<file path="config.mk">
export PLATFORM = sky130hd
export DESIGN_NAME = coinc_sync_gen
export DESIGN_NICKNAME = d
export VERILOG_FILES = /design/src/rtl/coinc_sync_pkg.sv /design/src/rtl/coinc_phase.sv /design/src/rtl/coinc_window.sv /design/src/rtl/coinc_freeze.sv /design/src/rtl/coinc_sync_gen.sv
export SDC_FILE = /design/constraint.sdc
export NUM_CORES = 1
export LEC_CHECK = 0
export BUFFER_PORTS_ARGS = -buffer_cell sky130_fd_sc_hd__buf_2
export CORE_MARGIN = 5
export CORE_UTILIZATION = 60
export DETAILED_ROUTE_END_ITERATION = 16
export PLACE_DENSITY = 0.87
export SETUP_SLACK_MARGIN = 0.5
export SYNTH_ARGS = -nofsm -noshare
export SYNTH_HDL_FRONTEND = slang
export SYNTH_HIERARCHICAL = 1
export SYNTH_SLANG_ARGS = --single-unit
export TNS_END_PERCENT = 100
</file>
<file path="constraint.sdc">
create_clock -name clk_i -period 4.8 [get_ports clk_i]
set_input_delay 0.24 -clock clk_i [delete_from_list [all_inputs] [get_ports clk_i]]
set_output_delay 0.24 -clock clk_i [all_outputs]
set_load 0.01 [all_outputs]
</file>
<file path="src/rtl/coinc_sync_pkg.sv">
package coinc_sync_pkg;
  typedef enum logic [1:0] {
    EV_HOLD = 2'd0,
    EV_FALL = 2'd1,
    EV_RISE = 2'd2
  } sync_ev_e;
endpackage

</file>
<file path="src/rtl/coinc_phase.sv">
module coinc_phase #(
  parameter int RW  = 5,
  parameter int DEF = 4
) (
  input  logic          clk_i,
  input  logic          rst_ni,
  input  logic [RW-1:0] ratio_i,
  input  logic          restart_i,
  output logic [RW-1:0] ratio_o,
  output logic          diff_o,
  output logic [RW-1:0] phase_o,
  output logic [RW-1:0] phase_nxt_o
);
  logic [RW-1:0] ratio_q, phase_q;

  assign diff_o  = (ratio_i != ratio_q);
  assign ratio_o = ratio_q;
  assign phase_o = phase_q;

  always_comb begin
    if (restart_i)                          phase_nxt_o = '0;
    else if (phase_q == ratio_q - RW'(1))   phase_nxt_o = '0;
    else                                    phase_nxt_o = phase_q + RW'(1);
  end

  always_ff @(posedge clk_i or negedge rst_ni) begin
    if (!rst_ni) begin
      ratio_q <= RW'(DEF);
      phase_q <= '0;
    end else begin
      ratio_q <= ratio_i;
      phase_q <= phase_nxt_o;
    end
  end
endmodule

</file>
<file path="src/rtl/coinc_window.sv">
module coinc_window
  import coinc_sync_pkg::*;
#(
  parameter int RW = 5
) (
  input  logic          clk_i,
  input  logic          rst_ni,
  input  logic          eq_i,
  input  logic [RW-1:0] nxt_a_i,
  input  logic [RW-1:0] nxt_c_i,
  input  logic [RW-1:0] off_a_i,
  input  logic [RW-1:0] off_c_i,
  output logic          raw_o,
  output logic          raw_nxt_o,
  output sync_ev_e      ev_o
);
  logic raw_q, coinc, start;

  assign coinc = (nxt_a_i == '0) && (nxt_c_i == '0);
  // both phases at their offsets: exactly f cycles before the next common edge
  assign start = (nxt_a_i == off_a_i) && (nxt_c_i == off_c_i);

  always_comb begin
    if (coinc)      raw_nxt_o = 1'b1;
    else if (eq_i)  raw_nxt_o = 1'b0;
    else if (start) raw_nxt_o = 1'b0;
    else            raw_nxt_o = raw_q;
  end

  always_comb begin
    if (raw_nxt_o && !raw_q)      ev_o = EV_RISE;
    else if (!raw_nxt_o && raw_q) ev_o = EV_FALL;
    else                          ev_o = EV_HOLD;
  end

  assign raw_o = raw_q;

  always_ff @(posedge clk_i or negedge rst_ni) begin
    if (!rst_ni) raw_q <= 1'b1;
    else         raw_q <= raw_nxt_o;
  end
endmodule

</file>
<file path="src/rtl/coinc_freeze.sv">
module coinc_freeze
  import coinc_sync_pkg::*;
(
  input  logic     clk_i,
  input  logic     rst_ni,
  input  sync_ev_e ev_i,
  input  logic     raw_nxt_i,
  input  logic     frz_i,
  output logic     sync_o,
  output logic     frozen_o
);
  logic frozen_q, frozen_d, out_q;

  // freeze request is taken only where the unfrozen output changes level
  assign frozen_d = (ev_i != EV_HOLD) ? frz_i : frozen_q;

  always_ff @(posedge clk_i or negedge rst_ni) begin
    if (!rst_ni) begin
      frozen_q <= 1'b0;
      out_q    <= 1'b1;
    end else begin
      frozen_q <= frozen_d;
      out_q    <= raw_nxt_i & ~frozen_d;
    end
  end

  assign sync_o   = out_q;
  assign frozen_o = frozen_q;
endmodule

</file>
<file path="src/rtl/coinc_sync_gen.sv">
module coinc_sync_gen
  import coinc_sync_pkg::*;
#(
  parameter int RW    = 5,
  parameter int DEF_A = 4,
  parameter int DEF_C = 2
) (
  input  logic          clk_i,
  input  logic          rst_ni,
  input  logic [RW-1:0] ratio_a_i,
  input  logic [RW-1:0] ratio_c_i,
  input  logic          frz_i,
  output logic          sync_o
);
  localparam int NB = 2;

  logic [RW-1:0] ratio_in [NB];
  logic [RW-1:0] use_r    [NB];
  logic [RW-1:0] ph_q     [NB];
  logic [RW-1:0] ph_nxt   [NB];
  logic [RW-1:0] off      [NB];
  logic [NB-1:0] diff;
  logic          restart, eq, raw_q, raw_nxt, frozen_q;
  logic [RW-1:0] fast, pa_q, pc_q, ra_q, rc_q;
  sync_ev_e      ev;

  assign ratio_in[0] = ratio_a_i;
  assign ratio_in[1] = ratio_c_i;
  assign restart     = |diff;

  for (genvar g = 0; g < NB; g++) begin : g_bank
    coinc_phase #(
      .RW (RW),
      .DEF((g == 0) ? DEF_A : DEF_C)
    ) u_ph (
      .clk_i      (clk_i),
      .rst_ni     (rst_ni),
      .ratio_i    (ratio_in[g]),
      .restart_i  (restart),
      .ratio_o    (use_r[g]),
      .diff_o     (diff[g]),
      .phase_o    (ph_q[g]),
      .phase_nxt_o(ph_nxt[g])
    );
    assign off[g] = use_r[g] - fast;
  end

  assign fast = (use_r[0] < use_r[1]) ? use_r[0] : use_r[1];
  assign eq   = (use_r[0] == use_r[1]);
  assign pa_q = ph_q[0];
  assign pc_q = ph_q[1];
  assign ra_q = use_r[0];
  assign rc_q = use_r[1];

  coinc_window #(.RW(RW)) u_win (
    .clk_i    (clk_i),
    .rst_ni   (rst_ni),
    .eq_i     (eq),
    .nxt_a_i  (ph_nxt[0]),
    .nxt_c_i  (ph_nxt[1]),
    .off_a_i  (off[0]),
    .off_c_i  (off[1]),
    .raw_o    (raw_q),
    .raw_nxt_o(raw_nxt),
    .ev_o     (ev)
  );

  coinc_freeze u_frz (
    .clk_i    (clk_i),
    .rst_ni   (rst_ni),
    .ev_i     (ev),
    .raw_nxt_i(raw_nxt),
    .frz_i    (frz_i),
    .sync_o   (sync_o),
    .frozen_o (frozen_q)
  );
endmodule

</file>
==> results.sh, run 1 <==
export IMPL_peakVddDrop_mv=0.2031
export IMPL_synth_seq_cells=23
export IMPL_crit_required_ns=5.07
export IMPL_yosysTopAreaCell="dfrtp_1"
export IMPL_dp_slack_ns=0.6762
export IMPL_synth_top_cell_area_share=0.2587
export IMPL_clock_skew_ns=0.005965
export IMPL_slew_violations=0
export IMPL_start_kind="register"
export IMPL_worst_pin_slew_ns=0.5003
export IMPL_slew_headroom=0.6665
export IMPL_p_leak_nw=0.9077
export IMPL_io_buffers=13
export IMPL_synth_area_sq_um=1838
export IMPL_syn_instance_count=198
export IMPL_die_height_microns=65.35
export IMPL_vias=1532
export IMPL_n_fill_cell=233
export IMPL_dr_first_iter_drc_count=88
export IMPL_antenna_cells=0
export IMPL_r2r_start="g_bank[1].u_ph/ratio_o[1]$_DFF_PN1_"
export IMPL_ant_nets=0
export IMPL_dieArea_sq_um=4270
export IMPL_wl_per_cell_microns=16.08
export IMPL_ios=14
export IMPL_grt_ovfl_total=0
export IMPL_grt_pass1_vias=1494
export IMPL_grt_pass1_wl_mm=7.086
export IMPL_clock_path_buffers=2
export IMPL_synth_nets=226
export IMPL_syn2layout_area_growth_pct=10.28
export IMPL_yosys_warnings=6
export IMPL_clkLatencyLatePin_ns=0.32
export IMPL_core_sq_um=3003
export IMPL_cts_buffers=3
export IMPL_fin_util=0.6750
export IMPL_grt_max_degree=24
export IMPL_synthFlopType="dfrtp_1"
export IMPL_cts_root_buffer="clkbuf_4"
export IMPL_final_common_cell="xor2_1"
export IMPL_whs_endpoint="g_bank[1].u_ph/ratio_o[1]$_DFF_PN1_"
export IMPL_grtUsageTotal=0.2166
export IMPL_worstPathArrival_ns=4.25
export IMPL_cp_max_fo=12
export IMPL_p_per_area_nw_per_um2=222.3
export IMPL_hold_path_class="input pin to register"
export IMPL_layout_common_cells="xor2_1 (23), dfrtp_1 (17), inv_1 (16), xnor2_1 (16), ha_1 (15)"
export IMPL_synth_edff_count=0
export IMPL_drt_pass1_iter_count=4
export IMPL_initial_utilization=0.6121
export IMPL_setup_slack_ns=0.8150
export IMPL_status="complete, no violations"
export IMPL_vias_per_cell=6.031
export IMPL_period_share=0.8302
export IMPL_finalNetCount=250
export IMPL_finalSetupViolCount=0
export IMPL_drc=0
export IMPL_wirelength_mm=4.085
export IMPL_hpwl_mm=3.207
export IMPL_fin_tns_setup_ns=0
export IMPL_min_from="ratio_c_i[1]"
export IMPL_h_tree_depth=1
export IMPL_r2r_slack_ns=0.81
export IMPL_cts_tree="done"
export IMPL_end_kind="register"
export IMPL_rsz0062_at_grt="no"
export IMPL_cts_clk_slew_worst_paths_ns=0.12
export IMPL_r2r_end="u_frz/sync_o$_DFF_PN1_"
export IMPL_critPathKind="register to register"
export IMPL_synth_area_leaders="dfrtp_1 (26%), xor2_1 (11%), ha_1 (10%), xnor2_1 (7.6%), dfstp_2 (5.7%)"
export IMPL_synthArstFlopShare=1.000
export IMPL_core_rowCount=20
export IMPL_ys_seq_area_frac=0.3159
export IMPL_fin_crit_ns=3.985
export IMPL_clock_sinks=23
export IMPL_hold_violations=0
export IMPL_drive_gt1_frac=0.1810
export IMPL_die_w_microns=65.35
export IMPL_place_gp_congestion=0.9256
export IMPL_timing_hold_ws_ns=0.02974
export IMPL_r2r_cells=19
export IMPL_antenna_found_initial=0
export IMPL_avgSynthCellArea_sq_um=9.283
export IMPL_synth_cell_type_count=44
export IMPL_hold_depth=1
export IMPL_fmax_mhz=250.9
export IMPL_cap_violations=0
-- layer usage --
layer / part of all wire / vias to the layer above / global-route usage / wire length [microns]
met1: 0.46 / 729 / 0.2896 / 1872
li1: - / 758 / - / -
met2: 0.48 / 36 / 0.3552 / 1979
met3: 0.035 / 9 / 0.02222 / 144
met4: 0.022 / 0 / 0.09326 / 88
met5: 0 / - / 0 / 0
-- synth_stat cells (6+ instances only) --
| cell | n |
|---|---|
| xor2_1 | 23 |
| dfrtp_1 | 19 |
| inv_1 | 16 |
| xnor2_1 | 16 |
| ha_1 | 15 |
| nor3_1 | 13 |
| nor2_1 | 10 |
| nand3_1 | 9 |
| a21oi_1 | 8 |
| nor2b_1 | 6 |
| o21ai_0 | 6 |
-- final cells by class --
class,count,area [sq um],share of cell area
clock buffer,3,22.52,0.01111
clock inverter,1,5.005,0.002469
inverter,16,60.06,0.02963
multi-input combinational,158,1192,0.5883
sequential,23,583.1,0.2877
tap,33,41.29,0.02037
timing repair buffer,20,122.6,0.06049
-- worst max-delay path: stages (launching register included) --
cell and delay (ns):
dfstp_2 0.57, inv_1 0.04, ha_1 0.28, nand2b_1 0.06, a211o_1 0.36, and2_4 0.21
o21ai_1 0.17, ha_1 0.19, inv_1 0.04, ha_1 0.22, a211oi_1 0.22, nor3b_1 0.09
mux2i_1 0.13, o211a_1 0.24, xor2_1 0.16, nor4_1 0.29, a41oi_1 0.22, nor2_2 0.20
o21ai_1 0.10, o311a_1 0.14
-- sequential cells by signal (all words and copies together), names as in the netlist --
signal               count
u_frz/frozen_o           1
u_frz/sync_o             1
g_bank.u_ph/phase_o     10
g_bank.u_ph/ratio_o     10
u_win/raw_o              1
-- through the flow --
stage          instances  instance area (sq um)  power (mW)
3_5_place_dp         244                   1941      0.3547
4_1_cts              249                   1978      0.4455
3_3_place_gp         244                   1941      0.3504
5_1_grt              254                   2027      0.4806
2_1_floorplan        198                   1838      0.3198
6_report             254                   2027      0.4505
-- power by group --
| group | internal (mW) | leakage, nW | switching (mW) |
|---|---|---|---|
| combinational | 0.0678 | 0.605 | 0.0823 |
| clock | 0.0313 | 0.0177 | 0.0597 |
| sequential | 0.200 | 0.285 | 0.00903 |
| total | 0.299 | 0.908 | 0.151 |
-- worst max path at each step --
| stage | startpoint | endpoint | slack [ns] |
|---|---|---|---|
| floorplan | g_bank[1].u_ph/ratio_o[1]$_DFF_PN1_ | u_frz/sync_o$_DFF_PN1_ | 0.93 |
| global placement | g_bank[1].u_ph/ratio_o[1]$_DFF_PN1_ | u_frz/sync_o$_DFF_PN1_ | 0.85 |
| detailed placement | g_bank[1].u_ph/ratio_o[1]$_DFF_PN1_ | u_frz/sync_o$_DFF_PN1_ | 0.68 |
| CTS | g_bank[1].u_ph/ratio_o[1]$_DFF_PN1_ | u_frz/sync_o$_DFF_PN1_ | 0.67 |
| global route | g_bank[1].u_ph/ratio_o[1]$_DFF_PN1_ | u_frz/sync_o$_DFF_PN1_ | 0.52 |
| finish | g_bank[1].u_ph/ratio_o[1]$_DFF_PN1_ | u_frz/sync_o$_DFF_PN1_ | 0.81 |
-- logic make-up (layout without fill, tap and decap cells) --
kind of cell / after synthesis / count (layout) / synth area share
buffers and inverters: 17 / 40 / 0.03880
AOI/OAI and AO/OA: 41 / 41 / 0.1573
xor gates and xnor gates: 40 / 40 / 0.1947
DFF: 23 / 23 / 0.3159
and+or+nand+nor: 61 / 61 / 0.1858
adders and majority gates: 15 / 15 / 0.1021
muxes: 1 / 1 / 0.005446
-- timing repair --
item	4_1_cts	5_1_grt
buffers inserted	0	4
gates resized for setup	0	5
setup endpoints to repair	0	2
hold endpoints to repair	19	1
hold buffers	1	1
Power figures use the tool's default switching activity.
==> run 2, diff against run 1 <==
ABC_AREA = 1   (was not set)
CORE_UTILIZATION = 61   (was 60)
clock period = 3.8 ns   (was 4.8 ns; I/O delays follow)
==> run 2 against run 1 <==
Effect of this change: cell count grew 68%; power grew 67%; register-to-register slack lost 0.40 ns; synthesized cell count grew 70%; count of clock-buffer cells in the layout grew 1; die area grew 17%; largest power group is now combinational logic; clock skew shrank 0.00073 ns.
==> results.sh, run 2 <==
export IMPL_status="complete, no violations"
export IMPL_synth_commonest_cells="nand2_1 (92), inv_1 (60), nor2_1 (26)"
export IMPL_finalSetupViolCount=0
export IMPL_avgSynthCellArea_sq_um=6.658
export IMPL_antenna_found_initial=0
export IMPL_ys_seq_area_frac=0.2595
export IMPL_hold_violations=0
export IMPL_clock_sinks=23
export IMPL_vias_per_cell=5.507
export IMPL_syn_instance_count=336
export IMPL_synth_top_cell_area_share=0.2125
export IMPL_grt_ovfl_total=0
export IMPL_cp_max_fo=6
export IMPL_critical_path_top_delay_family="simple AND/OR/NAND/NOR gates"
export IMPL_ios=14
export IMPL_cts_tree="done"
export IMPL_slew_violations=0
export IMPL_period_share=0.8902
export IMPL_drt_pass1_iter_count=5
export IMPL_place_gp_congestion=0.8273
export IMPL_cp_common_cell="nor2_1"
export IMPL_dp_slack_ns=0.3011
export IMPL_hold_path_class="input pin to register"
export IMPL_wl_per_cell_microns=15.56
export IMPL_r2r_slack_ns=0.42
export IMPL_start_kind="register"
export IMPL_r2r_cells=26
export IMPL_grt_pass1_vias=1985
export IMPL_dr_first_iter_drc_count=262
export IMPL_p_leak_nw=1.427
export IMPL_r2r_start="g_bank[1].u_ph/ratio_o[1]$_DFF_PN1_"
export IMPL_crit_path_start="g_bank[1].u_ph/ratio_o[1]$_DFF_PN1_"
export IMPL_core_rowCount=22
export IMPL_core_sq_um=3606
export IMPL_yosysTopAreaCell="dfrtp_1"
export IMPL_fmax_mhz=295.6
export IMPL_clock_path_buffers=2
export IMPL_critPathKind="register to register"
export IMPL_peakVddDrop_mv=0.1473
export IMPL_die_w_microns=70.56
export IMPL_finalNetCount=407
export IMPL_cts_clk_slew_worst_paths_ns=0.08
export IMPL_fin_crit_ns=3.383
export IMPL_slowest_stage="dfstp_2"
export IMPL_yosys_warnings=6
export IMPL_synth_edff_count=0
export IMPL_rsz0062_at_grt="yes"
export IMPL_vias=2346
export IMPL_ant_nets=0
export IMPL_cts_buffers=3
export IMPL_cts_root_buffer="clkbuf_8"
export IMPL_critPathCapture="u_frz/sync_o$_DFF_PN1_"
export IMPL_slowest_delay_ns=0.58
export IMPL_grt_max_degree=24
export IMPL_path_buf_inv=2
export IMPL_clkLatencyLatePin_ns=0.27
export IMPL_r2r_end="u_frz/sync_o$_DFF_PN1_"
export IMPL_syn2layout_area_growth_pct=25.34
export IMPL_cap_violations=0
export IMPL_antenna_cells=0
export IMPL_drc=0
export IMPL_synthFlopType="dfrtp_1"
export IMPL_n_fill_cell=230
export IMPL_synth_cell_type_count=31
export IMPL_fin_tns_setup_ns=0
export IMPL_hpwl_mm=3.758
export IMPL_worst_pin_slew_ns=0.5592
export IMPL_wirelength_mm=6.628
export IMPL_initial_utilization=0.6204
export IMPL_crit_required_ns=4.01
export IMPL_io_buffers=13
export IMPL_synth_area_leaders="dfrtp_1 (21%), nand2_1 (15%), inv_1 (10%), ha_1 (8.4%), nor2_2 (5.9%)"
export IMPL_setup_slack_ns=0.4171
export IMPL_clock_skew_ns=0.005239
export IMPL_end_kind="register"
export IMPL_synthArstFlopShare=1.000
export IMPL_synth_seq_cells=23
export IMPL_dieArea_sq_um=4979
export IMPL_yosysMostFrequentCell="nand2_1"
export IMPL_final_common_cell="nand2_1"
export IMPL_grtUsageTotal=0.2100
export IMPL_h_tree_depth=1
export IMPL_grt_pass1_wl_mm=8.680
export IMPL_synth_nets=364
export IMPL_layout_common_cells="nand2_1 (86), inv_1 (53), nor2_1 (24)"
export IMPL_worstPathArrival_ns=3.59
export IMPL_synth_area_sq_um=2237
export IMPL_drive_gt1_frac=0.3360
export IMPL_path_depth=26
export IMPL_die_height_microns=70.56
export IMPL_slew_headroom=0.6272
export IMPL_p_per_area_nw_per_um2=267.7
## run 2: cell types whose count changed after synthesis, sizes merged, moves of 3 or more
cell	delta
nor3	-13
a211oi	-3
nand2b	-3
inv	+52
nand4	+7
xor2	-16
nor2	+38
clkinv	+3
nand3	+13
nor2b	-6
nand2	+101
xnor2	-7
a21oi	-6
o211ai	-4
## run 2: what timing repair did
item                                   CTS  global route
buffers inserted                         3            20
endpoints found under the hold margin   19             0
cloned                                   0             0
resized for setup                        5            44
hold buffers                             1             0
setup endpoints to repair                2             2
pin swaps                                0            36
## run 2: worst min path at each step
stage | startpoint | to | slack [ns] | cells past startpoint
2_1_floorplan | rst_ni | g_bank[0].u_ph/phase_o[0]$_DFF_PN0_ | -0.11 | 0
3_3_place_gp | rst_ni | g_bank[0].u_ph/phase_o[2]$_DFF_PN0_ | 0.19 | 1
3_5_place_dp | rst_ni | g_bank[0].u_ph/phase_o[1]$_DFF_PN0_ | 0.20 | 1
4_1_cts | ratio_a_i[2] | g_bank[0].u_ph/ratio_o[2]$_DFF_PN1_ | 0.03 | 1
5_1_grt | ratio_a_i[2] | g_bank[0].u_ph/ratio_o[2]$_DFF_PN1_ | 0.02 | 1
6_report | ratio_a_i[2] | g_bank[0].u_ph/ratio_o[2]$_DFF_PN1_ | 0.03 | 1
## run 2: report_power, final
group          total (mW)  internal (mW)  switching [mW]
sequential          0.263          0.253         0.00995
combinational       0.332          0.137           0.195
clock               0.156         0.0750          0.0810
total               0.751          0.465           0.286
## run 2: cells by family (layout without fill, tap and decap cells)
| family | after synthesis | in the layout | share of synthesized area |
|---|---|---|---|
| simple gates | 192 | 192 | 0.4178 |
| buf+inv | 72 | 114 | 0.1242 |
| flops | 23 | 23 | 0.2595 |
| compound gates | 17 | 17 | 0.04810 |
| xor+xnor | 17 | 17 | 0.06655 |
| fa+ha+maj | 15 | 15 | 0.08389 |
## run 2: cell type report
| class | instances | area (sq um) | share of cell area |
|---|---|---|---|
| clock buffer | 4 | 45.04 | 0.01606 |
| multi-input combinational | 241 | 1572 | 0.5605 |
| inverter | 71 | 269.0 | 0.09594 |
| tap | 48 | 60.06 | 0.02142 |
| sequential | 23 | 584.3 | 0.2084 |
| timing repair buffer | 39 | 274.0 | 0.09772 |
## run 2: per-layer routing
metal	up-vias	track usage	wire, microns
li1	1106	-	-
met1	1088	0.2848	2630
met2	114	0.3472	3236
met3	38	0.02983	439
met4	0	0.06681	322
met5	-	0	0
## run 2: per-stage QoR
stage / power (mW) / std cells / area [sq um] / utilization / hold slack, ns
after floorplan: 0.4425 / 336 / 2237 / - / -0.1056
after global placement: 0.4835 / 398 / 2366 / 0.6561 / 0.1948
after detailed placement: 0.4920 / 398 / 2366 / 0.6561 / 0.2023
after CTS: 0.6559 / 406 / 2450 / 0.6794 / 0.02910
after global routing: 0.7974 / 426 / 2804 / 0.7776 / 0.01741
final: 0.7505 / 426 / 2804 / 0.7776 / 0.03000
==> run 3, diff against run 2 <==
SETUP_SLACK_MARGIN = not set   (was 0.5)
==> run 3 against run 2 <==
Effect of this change: count of clock-buffer cells in the layout stayed put; combinational power is 30% lower; clock skew hardly changed; worst hold slack better by 0.0017 ns; sequential power hardly changed; setup slack worse by 0.062 ns; wire length is 28% lower.
==> results.sh, run 3 (synthesized netlist as in run 2, its figures left out) <==
export IMPL_slowest_delay_ns=0.57
export IMPL_wl_met2_mm=2.207
export IMPL_fin_tns_setup_ns=0
export IMPL_crit_required_ns=4.01
export IMPL_crit_path_start="g_bank[1].u_ph/ratio_o[1]$_DFF_PN1_"
export IMPL_drive_gt1_frac=0.2056
export IMPL_r2r_slack_ns=0.36
export IMPL_core_rowCount=22
export IMPL_finalSetupViolCount=0
export IMPL_power_mw=0.6491
export IMPL_wirelength_mm=4.756
export IMPL_final_common_cell="nand2_1"
export IMPL_cts_tree="done"
export IMPL_hpwl_mm=3.758
export IMPL_grt_pass1_vias=1977
export IMPL_dr_first_iter_drc_count=130
export IMPL_dieArea_sq_um=4979
export IMPL_slew_violations=0
export IMPL_hold_violations=0
export IMPL_cts_root_buffer="clkbuf_8"
export IMPL_clkLatencyLatePin_ns=0.26
export IMPL_fmax_mhz=290.3
export IMPL_ant_nets=0
export IMPL_h_tree_depth=1
export IMPL_slew_headroom=0.6380
export IMPL_wl_per_cell_microns=11.80
export IMPL_core_sq_um=3606
export IMPL_rsz0062_at_grt="no"
export IMPL_layout_common_cells="nand2_1 (92), inv_1 (60), nor2_1 (26)"
export IMPL_hold_depth=1
export IMPL_slowest_stage="dfstp_2"
export IMPL_drc=0
export IMPL_clock_skew_ns=0.005368
export IMPL_die_height_microns=70.56
export IMPL_maxUsedRoutingLayer="met4"
export IMPL_antenna_found_initial=0
export IMPL_cp_max_fo=12
export IMPL_p_leak_nw=1.303
export IMPL_period_share=0.9065
export IMPL_grt_max_degree=24
export IMPL_wl_met1_mm=2.244
export IMPL_r2r_end="u_frz/sync_o$_DFF_PN1_"
export IMPL_grt_ovfl_total=0
export IMPL_critical_path_top_delay_family="simple AND/OR/NAND/NOR gates"
export IMPL_cts_clk_slew_worst_paths_ns=0.08
export IMPL_whs_endpoint="g_bank[0].u_ph/ratio_o[2]$_DFF_PN1_"
export IMPL_fin_crit_ns=3.445
export IMPL_worstPathArrival_ns=3.65
export IMPL_path_buf_inv=5
export IMPL_worst_pin_slew_ns=0.5430
export IMPL_clock_sinks=23
export IMPL_n_fill_cell=322
export IMPL_vias_per_cell=4.975
export IMPL_min_from="ratio_a_i[2]"
export IMPL_place_gp_congestion=0.8273
export IMPL_initial_utilization=0.6204
export IMPL_syn2layout_area_growth_pct=8.389
export IMPL_start_kind="register"
export IMPL_r2r_cells=29
export IMPL_end_kind="register"
export IMPL_antenna_cells=0
export IMPL_cts_buffers=3
export IMPL_cts_setup_buffers=0
export IMPL_cp_common_cell="nand2_1"
export IMPL_peakVddDrop_mv=0.1408
export IMPL_vias=2005
export IMPL_grt_pass1_wl_mm=8.638
export IMPL_dr_wl_met3_microns=185
export IMPL_r2r_start="g_bank[1].u_ph/ratio_o[1]$_DFF_PN1_"
export IMPL_ios=14
export IMPL_p_per_area_nw_per_um2=267.7
export IMPL_die_w_microns=70.56
export IMPL_status="complete, no violations"
export IMPL_clock_path_buffers=2
export IMPL_cap_violations=0
export IMPL_io_buffers=13
export IMPL_finalNetCount=384
export IMPL_drt_pass1_iter_count=4
export IMPL_hold_path_class="input pin to register"
export IMPL_grtUsageTotal=0.2088
export IMPL_critPathKind="register to register"
[run 3: timing repair]
item,4_1_cts,5_1_grt
hold buffers,1,0
setup endpoints to repair,0,2
hold endpoints to repair,19,0
gates resized for setup,0,3
[run 3: final cells by class]
cell class	instances	area [sq um]	share of cell area
Multi-Input combinational cell	241	1383	0.5702
Sequential cell	23	580.6	0.2394
Inverter	71	266.5	0.1099
Timing Repair Buffer	16	90.09	0.03715
Tap cell	48	60.06	0.02477
Clock buffer	4	45.04	0.01858
[run 3: per-layer routing]
layer | vias up | global-route usage
met3 | 12 | 0.03125
met2 | 40 | 0.3399
met4 | 0 | 0.07098
met1 | 899 | 0.2848
li1 | 1054 | -
met5 | - | 0
[run 3: how the worst max path moves through the flow]
stage	end	slack, ns	depth (start not counted)
finish	u_frz/sync_o$_DFF_PN1_	0.36	29
global route	u_frz/sync_o$_DFF_PN1_	0.02	25
CTS	u_frz/sync_o$_DFF_PN1_	0.25	27
detailed placement	u_frz/sync_o$_DFF_PN1_	0.30	27
global placement	u_frz/sync_o$_DFF_PN1_	0.36	27
floorplan	u_frz/sync_o$_DFF_PN1_	0.61	28
[run 3: power by group]
group / switching (mW) / internal (mW)
logic: 0.142 / 0.0894
clock network: 0.0785 / 0.0749
registers: 0.0114 / 0.252
total: 0.232 / 0.417
[run 3: metrics by stage]
step           instances  area [sq um]  hold slack, ns  utilization  setup WS [ns]
4_1_cts              403          2421         0.02910       0.6714         0.2498
6_report             403          2425         0.03169       0.6725         0.3554
2_1_floorplan        336          2237         -0.1056            -         0.6119
3_3_place_gp         398          2366          0.1948       0.6561         0.3573
5_1_grt              403          2425         0.02268       0.6725        0.01511
3_5_place_dp         398          2366          0.2023       0.6561         0.3011
